File: src/rtl/core_cycle_seq.sv
module core_cycle_seq #(
  parameter int ADDR_W = 12,
  parameter int DATA_W = 12,
  parameter int CNT_W  = 8
) (
  input  logic                     clk,
  input  logic                     rst_n,
  input  logic                     req_valid,
  input  logic [1:0]               req_op,
  input  logic [ADDR_W-1:0]        req_addr,
  input  logic [DATA_W-1:0]        req_wdata,
  input  logic                     rmw_valid,
  input  logic [DATA_W-1:0]        rmw_wdata,
  input  logic [CNT_W-1:0]         cfg_strobe_dly,
  input  logic [CNT_W-1:0]         cfg_read_rec,
  input  logic [CNT_W-1:0]         cfg_write_len,
  input  logic [CNT_W-1:0]         cfg_write_rec,
  input  logic [DATA_W-1:0]        sense,
  output logic [(1<<(ADDR_W/2))-1:0]          x_sel,
  output logic [(1<<(ADDR_W-ADDR_W/2))-1:0]   y_sel,
  output logic                     rd_phase,
  output logic                     wr_phase,
  output logic [DATA_W-1:0]        inhibit,
  output logic                     busy,
  output logic                     ready,
  output logic [DATA_W-1:0]        rdata,
  output logic                     done
);
  localparam int XW = ADDR_W / 2;
  localparam int YW = ADDR_W - XW;
  localparam int XN = 1 << XW;
  localparam int YN = 1 << YW;
  localparam logic [1:0] OP_WR  = 2'b01;
  localparam logic [1:0] OP_RMW = 2'b10;

  typedef enum logic [2:0] {
    IDLE, READ_DRIVE, STROBE, READ_RECOVER, RMW_WAIT, WRITE_DRIVE, WRITE_RECOVER, DONE
  } state_t;

  state_t            state;
  logic [CNT_W-1:0]  cnt, len;
  logic [1:0]        op;
  logic [XW-1:0]     xa;
  logic [YW-1:0]     ya;
  logic [DATA_W-1:0] data;
  logic              last;

  always_comb begin
    case (state)
      READ_DRIVE:    len = cfg_strobe_dly;
      READ_RECOVER:  len = cfg_read_rec;
      WRITE_DRIVE:   len = cfg_write_len;
      WRITE_RECOVER: len = cfg_write_rec;
      default:       len = '0;
    endcase
  end

  assign last = ({1'b0, cnt} + {{CNT_W{1'b0}}, 1'b1}) >= {1'b0, len};

  always_ff @(posedge clk) begin
    if (!rst_n) begin
      state <= IDLE;
      cnt   <= '0;
      op    <= '0;
      xa    <= '0;
      ya    <= '0;
      data  <= '0;
      ready <= 1'b0;
    end else begin
      ready <= 1'b0;
      cnt   <= cnt + 1'b1;
      case (state)
        IDLE: begin
          cnt <= '0;
          if (req_valid) begin
            op    <= req_op;
            xa    <= req_addr[ADDR_W-1 -: XW];
            ya    <= req_addr[YW-1:0];
            data  <= req_wdata;
            state <= READ_DRIVE;
          end
        end
        READ_DRIVE: if (last) begin state <= STROBE; cnt <= '0; end
        STROBE: begin
          if (op != OP_WR) begin
            data  <= sense;
            ready <= 1'b1;
          end
          state <= READ_RECOVER;
          cnt   <= '0;
        end
        READ_RECOVER: if (last) begin
          state <= (op == OP_RMW) ? RMW_WAIT : WRITE_DRIVE;
          cnt   <= '0;
        end
        RMW_WAIT: begin
          cnt <= '0;
          if (rmw_valid) begin
            data  <= rmw_wdata;
            state <= WRITE_DRIVE;
          end
        end
        WRITE_DRIVE:   if (last) begin state <= WRITE_RECOVER; cnt <= '0; end
        WRITE_RECOVER: if (last) begin state <= DONE; cnt <= '0; end
        default:       state <= IDLE;
      endcase
    end
  end

  assign rd_phase = (state == READ_DRIVE) || (state == STROBE);
  assign wr_phase = (state == WRITE_DRIVE);
  assign x_sel    = (rd_phase || wr_phase) ? (XN'(1) << xa) : '0;
  assign y_sel    = (rd_phase || wr_phase) ? (YN'(1) << ya) : '0;
  assign inhibit  = wr_phase ? ~data : '0;
  assign busy     = (state != IDLE);
  assign done     = (state == DONE);
  assign rdata    = data;

  a_r5_no_overlap: assert property (@(posedge clk) disable iff (!rst_n)
    !(rd_phase && wr_phase));
  a_r5_gap_before_write: assert property (@(posedge clk) disable iff (!rst_n)
    $rose(wr_phase) |-> !$past(rd_phase));
  a_r2_single_x: assert property (@(posedge clk) disable iff (!rst_n)
    (rd_phase || wr_phase) |-> ($countones(x_sel) == 1 && $countones(y_sel) == 1));
  a_r6_inhibit_in_write: assert property (@(posedge clk) disable iff (!rst_n)
    (inhibit != '0) |-> wr_phase);
  a_r4_ready_pulse: assert property (@(posedge clk) disable iff (!rst_n)
    ready |=> !ready);
  a_r9_busy_holds: assert property (@(posedge clk) disable iff (!rst_n)
    (busy && !done) |=> busy);
  a_r9_done_releases: assert property (@(posedge clk) disable iff (!rst_n)
    done |=> !busy);
endmodule

File: config.mk
export PLATFORM = sky130hd
export DESIGN_NAME = core_cycle_seq
export DESIGN_NICKNAME = d
export VERILOG_FILES = /design/src/rtl/core_cycle_seq.sv
export SDC_FILE = /design/constraint.sdc
export NUM_CORES = 1
export LEC_CHECK = 0
export BUFFER_PORTS_ARGS = -buffer_cell sky130_fd_sc_hd__buf_4
export CORE_AREA = 2 2 95 97
export CTS_CLUSTER_DIAMETER = 80
export DETAILED_ROUTE_END_ITERATION = 10
export DIE_AREA = 0 0 97 99
export GPL_ROUTABILITY_DRIVEN = 0
export HOLD_SLACK_MARGIN = 0.12
export PLACE_DENSITY = 0.77
export SKIP_LAST_GASP = 1
export SLEW_MARGIN = 10
export SYNTH_ARGS = -nofsm -noshare
export SYNTH_HDL_FRONTEND = slang
export SYNTH_SLANG_ARGS = --single-unit
File: constraint.sdc
create_clock -name clk -period 3.24 [get_ports clk]
set_clock_uncertainty 0.15 [all_clocks]
set_input_delay 0.648 -clock clk [delete_from_list [all_inputs] [get_ports clk]]
set_output_delay 0.648 -clock clk [all_outputs]
set_load 0.005 [all_outputs]
==> out/results.txt <==
outcome: finished, final reports clean
Net Sw Power: 0.001356 W
# Post-CTS Setup Buffers: 0
Peak Freq: 327.0 MHz
Finish-stage setup viols: 0
non-filler cells, final: 824
RSZ-0062 raised after global routing: true
Synth cell types: 45
GRT overflow: 0
Compound-Gate Fraction of Synth Area: 23.07%
Req. time, crit path: 2.44 ns
Final Hold Violating Endpoints: 0
Detail Placement HPWL: 10.13 mm
DRC: 0
die height: 99 um
DIE AREA: 9603 um2
CTS buffer count: 5
utilization of the core after routing: 60.83%
Synth Area in Simple Gates: 38.37%
mux contribution to synthesized area: 3.411%
Fill cells: 828
area added between synthesis and finish: 59.33%
Int Pwr: 0.001494 W
Cell Pwr Density: 548.0 nW/um2
Post-Route WL: 12.85 mm
post-route ant nets: 0
main combinational cell family by area after synthesis: simple AND/OR/NAND/NOR gates
syn_nets: 587
Worst Setup Start Kind: flip-flop
Post-DP Area: 5082 um2
clk buf depth: 2
measured slew at the worst slew-check pin: 0.7662 ns
CTS sink cnt: 38
clk slew on worst S/H paths: 0.08 ns
Placed Cells: 816
Rows: 34
Period minus WS final: 3.058 ns
most common cell in the netlist: nor2_1
Tcrit/Tclk final: 94.40%
Leak Pwr: 2.348 nW
layout cell share with drive strength beyond 1: 40.08%
HP Class: flip-flop to flip-flop
setup TNS: 0 ns
Yosys warnings: 0
DRT Pass-1 Iters: 5
Sw Ratio: 47.57%
Port Buffers: 242
Worst slew margin: 48.92%
top cells by count, synth: nor2_1 (141), nand2_1 (72), dfxtp_1 (38)
clock root cell: clkbuf_8
vias in the first global route: 4192
Hold WS: 0.3293 ns
CP Capture Type: primary output
Synth area leader: dfxtp_1
GRT Resource Usage Total: 24.95%
Reg power frac: 25.6%
Synth Area in Adders: 3.450%
H-tree Lvls: 2
FF+latch count, synth: 38
Core Region: 8551 um2
Synth area leaders: dfxtp_1 (23%), nor2_1 (16%), nand2_1 (8.3%), a21oi_1 (5.1%), o22ai_1 (4.6%)
io pins: 243
nets: 810
Inserted Diodes: 0
worst skew pair latency: 0.30 ns
first-pass GRT wire length: 20.15 mm
Post-synth EDFFs: 0
pin count of the biggest net entering global routing: 47
routed vias/inst: 5.291
area share of the largest cell type after synthesis: 23.30%
crit-path max FO: 16
top_reg_cell synth: dfxtp_1
Initial Utilization: 38.18%
Iteration-0 DRC Markers: 209
final instance area: 5201 um2
post-synthesis cell count: 492
DIE WIDTH: 97 um
critical path class: flip-flop to primary output
Mapped Avg Cell Area: 6.635 um2
proportion of synthesized chip area in sequential cells: 23.30%
critical path arrival: 2.26 ns
max-cap viol count: 0
worst vdd ir: 0.3549 mV
Clk pwr share: 12.4%
Final Slew Violations: 0
Mapped Area: 3264 um2
initial antenna violation count: 0
Post-Synth XOR/XNOR Area: 1.878%
Logic pwr share: 62.0%
DR WL/cell: 15.59 um
post-synthesis async set-or-reset flop share: 0%
via count: 4360
CTS tree: done
-- state kept, by name, summed over array words and instances, names as in the netlist --
name   flops
cnt        8
op         2
rdata     12
ready      1
state      3
xa         6
ya         6
-- per-stage QoR --
step | setup WS, ns | power [W]
floorplan | 0.4386 | 0.001982
global placement | 0.2243 | 0.002410
detailed placement | -0.004098 | 0.002456
CTS | 0.04283 | 0.002823
global route | -0.05453 | 0.003070
finish | 0.1816 | 0.002850
-- power by group through the flow --
stage	registers [W]	clock network (W)	logic (W)
2_1_floorplan	0.000681	0	0.00130
5_1_grt	0.000752	0.000385	0.00193
3_3_place_gp	0.000725	0	0.00168
6_report	0.000730	0.000354	0.00177
4_1_cts	0.000725	0.000364	0.00173
3_5_place_dp	0.000732	0	0.00172
-- critical path, cell delays in order, from the launching register on --
cell      delay [ns]
dfxtp_1         0.59
nand2b_1        0.17
o21ai_2         0.29
nand3_1         0.51
nor2_1          0.26
buf_4           0.14
-- placed cells by master (no fill, tap or decap), types with 4 or more instances in the layout --
cell,count
o22ai_1,24
mux2_2,9
a22oi_1,7
o22a_1,12
buf_4,249
a22o_1,9
ha_1,9
nand4_1,4
clkbuf_8,6
a211o_1,13
nand3_1,20
nand2_1,72
nor2_4,11
a21oi_1,32
nor2b_1,9
dfxtp_1,38
xnor2_1,6
inv_1,5
nor3b_1,7
nor2_1,138
-- cells by family (layout without fill, tap and decap cells) --
kind of cell	after synthesis	after routing
AND/OR/NAND/NOR	279	279
buffers and inverters	40	264
XOR/XNOR	7	7
adder cells (fa/ha/maj)	9	9
flip-flops	38	38
AO/OA/AOI/OAI	109	109
multiplexers	10	10
-- final timing paths --
kind | from | to | slack (ns) | cells past startpoint
setup / recovery | state[1]$_SDFFE_PN0P_ | x_sel[51] | 0.18 | 5
hold reg to reg | rdata[8]$_SDFFE_PN0P_ | rdata[8]$_SDFFE_PN0P_ | 0.33 | 2
setup reg to reg | state[1]$_SDFFE_PN0P_ | cnt[3]$_SDFF_PN0_ | 0.25 | 9
hold / removal | rdata[8]$_SDFFE_PN0P_ | rdata[8]$_SDFFE_PN0P_ | 0.33 | 2
-- repair_timing --
action	4_1_cts	5_1_grt
hold buffers	0	0
gates resized for setup	1	5
endpoints found under the setup margin	7	10
-- cell type report --
class | instances | area, um2 | share of cell area (%)
Tap cell | 108 | 135.1 | 2.598
Inverter | 7 | 26.28 | 0.5052
Multi-Input combinational cell | 414 | 2315 | 44.50
Sequential cell | 38 | 760.7 | 14.63
Timing Repair Buffer | 249 | 1869 | 35.94
Clock buffer | 6 | 82.58 | 1.588
Clock inverter | 2 | 12.51 | 0.2406
-- per-layer routing --
layer  up-vias  wire length (um)  track usage [%]
met5         -                 0                0
met4         0               230            7.801
met3        18              1013            4.539
met2       206              6558            46.47
met1      1997              5047            28.94
li1       2139                 -                -
No activity file was read; power rests on OpenSTA's default activity.
